### src/rtl/fxadd_pkg.sv
package fxadd_pkg;

   localparam int unsigned INSN_W       = 32;
   localparam logic [5:0]  PRIMARY_OP   = 6'd31;
   localparam logic [4:0]  SECONDARY_OP = 5'h0A;
   localparam logic [4:0]  SUB_ALT      = 5'h05;

   typedef enum logic [1:0] {
      BSEL_REG  = 2'd0,
      BSEL_ONES = 2'd1,
      BSEL_ZERO = 2'd2
   } bsel_e;

   typedef enum logic [1:0] {
      CIN_NONE = 2'd0,
      CIN_CA   = 2'd1,
      CIN_OV   = 2'd2
   } cin_e;

   typedef struct packed {
      logic  legal;
      bsel_e bsel;
      cin_e  cin;
      logic  wr_ca;
      logic  wr_ov_carry;
      logic  chk_ov;
      logic  rec;
   } dec_t;

endpackage

### src/rtl/fxadd_decode.sv
module fxadd_decode
   import fxadd_pkg::*;
(
   input  logic [INSN_W-1:0] insn,
   output dec_t              dec
);

   logic [5:0] primary;
   logic [4:0] secondary;
   logic [4:0] sub;
   logic       rc;
   logic       unused_fields;

   assign primary       = insn[31:26];
   assign secondary     = insn[5:1];
   assign sub           = insn[10:6];
   assign rc            = insn[0];
   assign unused_fields = ^insn[25:11];

   always_comb begin
      dec      = '0;
      dec.bsel = BSEL_REG;
      dec.cin  = CIN_NONE;
      if (primary == PRIMARY_OP && secondary == SECONDARY_OP) begin
         if (sub == SUB_ALT) begin
            if (!rc) begin
               dec.legal       = 1'b1;
               dec.cin         = CIN_OV;
               dec.wr_ov_carry = 1'b1;
            end
         end else begin
            case (sub[3:0])
               4'h8: dec.legal = 1'b1;
               4'h0: begin
                  dec.legal = 1'b1;
                  dec.wr_ca = 1'b1;
               end
               4'h4: begin
                  dec.legal = 1'b1;
                  dec.cin   = CIN_CA;
                  dec.wr_ca = 1'b1;
               end
               4'h7: begin
                  dec.legal = 1'b1;
                  dec.bsel  = BSEL_ONES;
                  dec.cin   = CIN_CA;
                  dec.wr_ca = 1'b1;
               end
               4'h6: begin
                  dec.legal = 1'b1;
                  dec.bsel  = BSEL_ZERO;
                  dec.cin   = CIN_CA;
                  dec.wr_ca = 1'b1;
               end
               default: dec.legal = 1'b0;
            endcase
            dec.chk_ov = dec.legal & sub[4];
            dec.rec    = dec.legal & rc;
         end
      end
   end

endmodule

### src/rtl/fxadd_core.sv
module fxadd_core
   import fxadd_pkg::*;
#(
   parameter int unsigned XLEN = 64,
   parameter int unsigned HALF = XLEN / 2
) (
   input  logic [XLEN-1:0] a,
   input  logic [XLEN-1:0] b,
   input  logic            narrow,
   input  dec_t            dec,
   input  logic            ca_i,
   input  logic            ca32_i,
   input  logic            ov_i,
   input  logic            ov32_i,
   input  logic            so_i,
   output logic [XLEN-1:0] res,
   output logic            ca_o,
   output logic            ca32_o,
   output logic            ov_o,
   output logic            ov32_o,
   output logic            so_o,
   output logic [3:0]      cr0,
   output logic [4:0]      we,
   output logic            illegal
);

   localparam int unsigned SUM_W = XLEN + 1;

   logic [XLEN-1:0]  opb;
   logic             cin;
   logic [SUM_W-1:0] wide;
   logic             c_half, c_out, v_full, v_half, ov_new;
   logic             ca_we, ov_we, so_we, cr0_we;
   logic             sgn, zero;

   always_comb begin
      case (dec.bsel)
         BSEL_ONES: opb = '1;
         BSEL_ZERO: opb = '0;
         default:   opb = b;
      endcase
      case (dec.cin)
         CIN_CA:  cin = ca_i;
         CIN_OV:  cin = ov_i;
         default: cin = 1'b0;
      endcase
   end

   assign wide   = {1'b0, a} + {1'b0, opb} + {{XLEN{1'b0}}, cin};
   assign res    = wide[XLEN-1:0];
   assign c_half = a[HALF] ^ opb[HALF] ^ res[HALF];
   assign c_out  = narrow ? c_half : wide[XLEN];
   assign v_full = (a[XLEN-1] == opb[XLEN-1]) && (res[XLEN-1] != a[XLEN-1]);
   assign v_half = (a[HALF-1] == opb[HALF-1]) && (res[HALF-1] != a[HALF-1]);

   assign ca_we  = dec.legal & dec.wr_ca;
   assign ov_we  = dec.legal & (dec.wr_ov_carry | dec.chk_ov);
   assign so_we  = dec.legal & dec.chk_ov;
   assign cr0_we = dec.legal & dec.rec;

   assign ov_new = dec.wr_ov_carry ? c_out : (narrow ? v_half : v_full);

   assign ca_o   = ca_we ? c_out  : ca_i;
   assign ca32_o = ca_we ? c_half : ca32_i;
   assign ov_o   = ov_we ? ov_new : ov_i;
   assign ov32_o = ov_we ? (dec.wr_ov_carry ? c_half : v_half) : ov32_i;
   assign so_o   = so_we ? (so_i | ov_new) : so_i;

   assign sgn  = narrow ? res[HALF-1] : res[XLEN-1];
   assign zero = narrow ? (res[HALF-1:0] == '0) : (res == '0);
   assign cr0  = {sgn, ~sgn & ~zero, zero, so_o};

   assign we      = {dec.legal, ca_we, ov_we, so_we, cr0_we};
   assign illegal = ~dec.legal;

endmodule

### src/rtl/fxadd_exec.sv
module fxadd_exec
   import fxadd_pkg::*;
#(
   parameter int unsigned XLEN       = 64,
   parameter int unsigned HALF       = XLEN / 2,
   parameter bit          REGISTERED = 1'b1
) (
   input  logic              clk,
   input  logic              rst_n,
   input  logic              issue_i,
   input  logic [INSN_W-1:0] insn_i,
   input  logic [XLEN-1:0]   src_a_i,
   input  logic [XLEN-1:0]   src_b_i,
   input  logic              narrow_i,
   input  logic              ca_i,
   input  logic              ca32_i,
   input  logic              ov_i,
   input  logic              ov32_i,
   input  logic              so_i,
   output logic              done_o,
   output logic [XLEN-1:0]   result_o,
   output logic              res_we_o,
   output logic              ca_o,
   output logic              ca32_o,
   output logic              ca_we_o,
   output logic              ov_o,
   output logic              ov32_o,
   output logic              ov_we_o,
   output logic              so_o,
   output logic              so_we_o,
   output logic [3:0]        cr0_o,
   output logic              cr0_we_o,
   output logic              illegal_o
);

   localparam int unsigned FLAG_N = 5;
   localparam int unsigned WE_N   = 5;
   localparam int unsigned CR_W   = 4;
   localparam int unsigned WE_LSB = 1;
   localparam int unsigned BUN_W  = XLEN + FLAG_N + CR_W + WE_N + 1;

   if (XLEN < 8 || (XLEN % 2) != 0) begin : g_bad_xlen
      $error("fxadd_exec: XLEN must be even and at least 8");
   end
   if (HALF < 2 || HALF >= XLEN) begin : g_bad_half
      $error("fxadd_exec: HALF must lie between 2 and XLEN-1");
   end

   dec_t              dec;
   logic [XLEN-1:0]   c_res;
   logic              c_ca, c_ca32, c_ov, c_ov32, c_so, c_ill;
   logic [CR_W-1:0]   c_cr0;
   logic [WE_N-1:0]   c_we;
   logic [BUN_W-1:0]  comb_bun;
   logic [BUN_W-1:0]  out_bun;
   logic              done_int;
   logic [WE_N-1:0]   out_we;
   logic              out_ill;

   fxadd_decode u_dec (
      .insn (insn_i),
      .dec  (dec)
   );

   fxadd_core #(.XLEN(XLEN), .HALF(HALF)) u_core (
      .a       (src_a_i),
      .b       (src_b_i),
      .narrow  (narrow_i),
      .dec     (dec),
      .ca_i    (ca_i),
      .ca32_i  (ca32_i),
      .ov_i    (ov_i),
      .ov32_i  (ov32_i),
      .so_i    (so_i),
      .res     (c_res),
      .ca_o    (c_ca),
      .ca32_o  (c_ca32),
      .ov_o    (c_ov),
      .ov32_o  (c_ov32),
      .so_o    (c_so),
      .cr0     (c_cr0),
      .we      (c_we),
      .illegal (c_ill)
   );

   assign comb_bun = {c_res, c_ca, c_ca32, c_ov, c_ov32, c_so, c_cr0, c_we, c_ill};

   if (REGISTERED) begin : g_reg
      logic [BUN_W-1:0] bun_q;
      logic             done_q;
      always_ff @(posedge clk) begin
         if (!rst_n) begin
            done_q <= 1'b0;
            bun_q  <= '0;
         end else begin
            done_q <= issue_i;
            if (issue_i) begin
               bun_q <= comb_bun;
            end else begin
               bun_q[WE_LSB +: WE_N] <= '0;
            end
         end
      end
      assign out_bun  = bun_q;
      assign done_int = done_q;
   end else begin : g_comb
      logic unused_clk;
      assign unused_clk = clk ^ rst_n;
      assign out_bun    = comb_bun;
      assign done_int   = issue_i;
   end

   assign out_we  = out_bun[WE_LSB +: WE_N] & {WE_N{done_int}};
   assign out_ill = out_bun[0] & done_int;

   assign done_o    = done_int;
   assign result_o  = out_bun[BUN_W-1 -: XLEN];
   assign ca_o      = out_bun[CR_W + WE_N + 5];
   assign ca32_o    = out_bun[CR_W + WE_N + 4];
   assign ov_o      = out_bun[CR_W + WE_N + 3];
   assign ov32_o    = out_bun[CR_W + WE_N + 2];
   assign so_o      = out_bun[CR_W + WE_N + 1];
   assign cr0_o     = out_bun[WE_N + 1 +: CR_W];
   assign res_we_o  = out_we[4];
   assign ca_we_o   = out_we[3];
   assign ov_we_o   = out_we[2];
   assign so_we_o   = out_we[1];
   assign cr0_we_o  = out_we[0];
   assign illegal_o = out_ill;

endmodule

### config.mk
export PLATFORM = sky130hd
export DESIGN_NAME = fxadd_exec
export DESIGN_NICKNAME = d
export VERILOG_FILES = /design/src/rtl/fxadd_pkg.sv /design/src/rtl/fxadd_decode.sv /design/src/rtl/fxadd_core.sv /design/src/rtl/fxadd_exec.sv
export SDC_FILE = /design/constraint.sdc
export NUM_CORES = 1
export LEC_CHECK = 0
export BUFFER_PORTS_ARGS = -buffer_cell sky130_fd_sc_hd__buf_2
export CORE_MARGIN = 4
export CORE_UTILIZATION = 60
export CTS_BUF_LIST = sky130_fd_sc_hd__clkbuf_4
export CTS_CLUSTER_SIZE = 30
export DETAILED_ROUTE_END_ITERATION = 6
export MAX_ROUTING_LAYER = met4
export PLACE_DENSITY = 0.9
export RECOVER_POWER = 25
export SYNTH_ARGS = -nofsm -noshare
export SYNTH_HDL_FRONTEND = slang
export SYNTH_SLANG_ARGS = --single-unit
### constraint.sdc
create_clock -name clk -period 11.9 [get_ports clk]
set_input_delay 1.785 -clock clk [delete_from_list [all_inputs] [get_ports clk]]
set_output_delay 1.785 -clock clk [all_outputs]
set_load 0.02 [all_outputs]
==> results.json <==
{
  "status": "complete, but fails checks",
  "violations": "max-capacitance violations, max-slew violations",
  "fillers": 1412,
  "min_path_type": "reg -> reg",
  "internal_power_uw": 540,
  "synth-edff-count": 0,
  "fin_ws_ps": 3240,
  "synth.distinct_cells": 85,
  "ys_warn_count": 0,
  "worstHoldEndpoint": "g_reg.bun_q[17]",
  "worstSetupStartpointType": "primary input",
  "crit_type": "in -> reg",
  "cts_hold_buf": 0,
  "postRouteAntennaNets": 0,
  "track_usage_pct": 32.7,
  "power.switching_uw": 443,
  "die_w_um": 132,
  "cts_sinks": 79,
  "slew_violations": 77,
  "htree_num_levels": 3,
  "p_seq_share_pct": 31.3,
  "combPwrFrac_pct": 50.7,
  "grt_pass1_wl_mm": 45.5,
  "r2r_slack_ps": 11040,
  "synth_area_sq_um": 9210,
  "ys_ff_latch": 79,
  "drc": 0,
  "drt_iter0_drc": 1028,
  "clk_pin_slew_ps": 130,
  "setup_viol": 0,
  "max_clock_freq_mhz": 115,
  "totalWireLength_mm": 29.3,
  "worstSkewPairLatency_ps": 440,
  "setup_tns_ps": 0,
  "p_leak_uw": 0.00471,
  "seq_area_frac_synth_pct": 17.2,
  "hold_depth": 2,
  "cts_tree": "yes",
  "rows": 45,
  "routedWlPerCell_um": 18.3,
  "p_per_area_nw_per_um2": 98.6,
  "hold_violations": 0,
  "design_power_total_uw": 983,
  "pin_count": 249,
  "nets": 1644,
  "irDropWorstVdd_mv": 0.0550,
  "dp_slack_ps": 2770,
  "multi_input_area_sq_um": 6770,
  "cts_buffer_depth": 2,
  "ctsRootBufferMaster": "clkbuf_4",
  "max_slew.worst_pin.slew_ps": 2580,
  "cts_setup_buffers": 0,
  "drive_above_1_share_pct": 17.8,
  "initial_utilization_pct": 60.8,
  "synthArstFlopShare_pct": 0,
  "grt_pass1_vias": 8884,
  "hpwl_mm": 23.8,
  "place_congestion": 1.00,
  "rsz0062_at_grt": "false",
  "timing.rr.end": "g_reg.bun_q[77]",
  "max_slew_margin_pct": -72.0,
  "grt-ovfl-total": 0,
  "port-buffer-count": 233,
  "via_per_inst": 6.18,
  "min_from": "g_reg.bun_q[17]",
  "pwr-share-clk_pct": 18.1,
  "clock_skew_ps": 0,
  "crit_required_ps": 12230,
  "die-area_sq_um": 17400,
  "via_count": 9897,
  "cap_violations": 1,
  "drt_pass1_iterations": 6,
  "ff2ff_path_depth": 3,
  "period_needed_ps": 8660,
  "cts_resized": 0,
  "synth.avg_cell_area_sq_um": 7.11,
  "synthCells": 1295,
  "die_y_um": 132,
  "period_share_pct": 72.8,
  "fp.coreArea_sq_um": 15100,
  "regArea_sq_um": 1580,
  "synthFlopType": "dfxtp_1",
  "cts_made_buffers": 9,
  "crit_fanout": 65,
  "p_sw_share_pct": 45.1,
  "antenna_found_initial": 1,
  "r2r_start": "g_reg.bun_q[77]",
  "cp-end-kind": "flop",
  "area_growth_pct": 8.30,
  "grt_start_max_net_pins": 77,
  "worstPathArrival_ps": 8990,
  "synth_nets": 1532
}
per-layer routing:
layer  vias to the layer above  GRT usage, %  wire [um]
met2                       469          51.3      13100
li1                       4800             -          -
met5                         -             -          0
met1                      4586          45.0      13200
met4                         0          7.29        510
met3                        42          4.39       2450
worst max-delay path, stage by stage:
cell and delay [ps]:
buf_2 90, nand4b_1 160, nor4_1 230, nand4b_1 170, nor2_1 150, nand2_1 100
inv_1 70, nand3b_1 80, ha_2 1020, nand2b_2 260, buf_4 520, nand2_1 150
fa_1 480, fa_1 450, a211oi_1 530, o211ai_1 160, a21oi_1 350, a2111o_1 240
a21oi_1 180, a31oi_1 250, xor2_1 390, a21bo_2 270, or4b_1 510, nor4_1 300
o21ai_1 100
sequential cells by signal, summed over array words and instances, names as in the netlist:
name         cells
g_reg.bun_q     78
done_o           1
power groups by stage:
stage                     combinational (uW)  sequential [uW]  clock (uW)
after detailed placement                 487              312           0
after CTS                                489              306         178
after global routing                     537              310         189
final                                    498              307         178
after floorplan                          370              309           0
after global placement                   479              311           0
worst max-delay path by stage:
stage	cells after the start	from	to
floorplan	24	insn_i[31]	g_reg.bun_q[8]
CTS	25	insn_i[31]	g_reg.bun_q[8]
finish	25	insn_i[31]	g_reg.bun_q[8]
global placement	25	insn_i[31]	g_reg.bun_q[8]
detailed placement	25	insn_i[31]	g_reg.bun_q[8]
global route	25	insn_i[31]	g_reg.bun_q[8]
per-stage QoR:
step                      cells  hold slack, ps  cell area, sq um  util (%)
after floorplan            1295             455              9210         -
final                      1601             503              9970      65.9
after global placement     1584             457              9870      65.2
after detailed placement   1584             470              9870      65.2
after global routing       1601             521              9970      65.9
after CTS                  1600             500             10000      66.2
cells by family after synthesis:
| kind of cell | Yosys count | synth area share (%) |
|---|---|---|
| xor gates and xnor gates | 50 | 4.75 |
| muxes | 64 | 7.04 |
| buffers and inverters | 161 | 9.40 |
| and+or+nand+nor | 560 | 30.4 |
| DFF | 79 | 17.2 |
| adders and majority gates | 68 | 9.40 |
| AOI/OAI and AO/OA | 313 | 21.8 |
layout by cell type (no fill, tap or decap), types with 6 or more instances in the layout:
| master | n |
|---|---|
| a211oi_1 | 15 |
| a21o_1 | 23 |
| a21oi_1 | 91 |
| a22oi_1 | 7 |
| a31oi_1 | 13 |
| and2_1 | 21 |
| and3_1 | 7 |
| buf_2 | 193 |
| clkbuf_1 | 39 |
| clkbuf_4 | 9 |
| dfxtp_1 | 79 |
| ha_1 | 65 |
| inv_1 | 26 |
| mux2_2 | 6 |
| mux2i_1 | 58 |
| nand2_1 | 229 |
| nand2b_1 | 6 |
| nand3_1 | 16 |
| nand4_1 | 31 |
| nor2_1 | 83 |
| nor2b_1 | 62 |
| nor3_1 | 28 |
| nor4_1 | 19 |
| o211ai_1 | 8 |
| o21a_1 | 11 |
| o21ai_0 | 63 |
| o21ai_1 | 16 |
| o21bai_1 | 12 |
| or3_1 | 10 |
| xnor2_1 | 30 |
| xor2_1 | 20 |
cell type report:
class                           count  share of cell area (%)
Tap cell                          188                    2.36
Clock buffer                        9                   0.677
Inverter                           27                    1.02
Antenna cell                        1                  0.0251
Clock inverter                      7                   0.840
Sequential cell                    79                    15.9
Timing Repair Buffer              235                    11.4
Multi-Input combinational cell   1055                    67.8
cells in the mapped netlist (all sizes together) (27+ instances only):
master,n,share of area (%)
nand2,230,9.4
a21oi,94,5.2
nor2,84,3.5
buf,79,6.1
dfxtp,79,17
o21ai,79,4.3
ha,66,9.0
nor2b,62,4.2
mux2i,58,6.3
clkbuf,55,2.2
nand4,32,2.2
nor3,30,1.7
xnor2,30,2.9
inv,27,1.1
(Power assumes the default switching activity.)
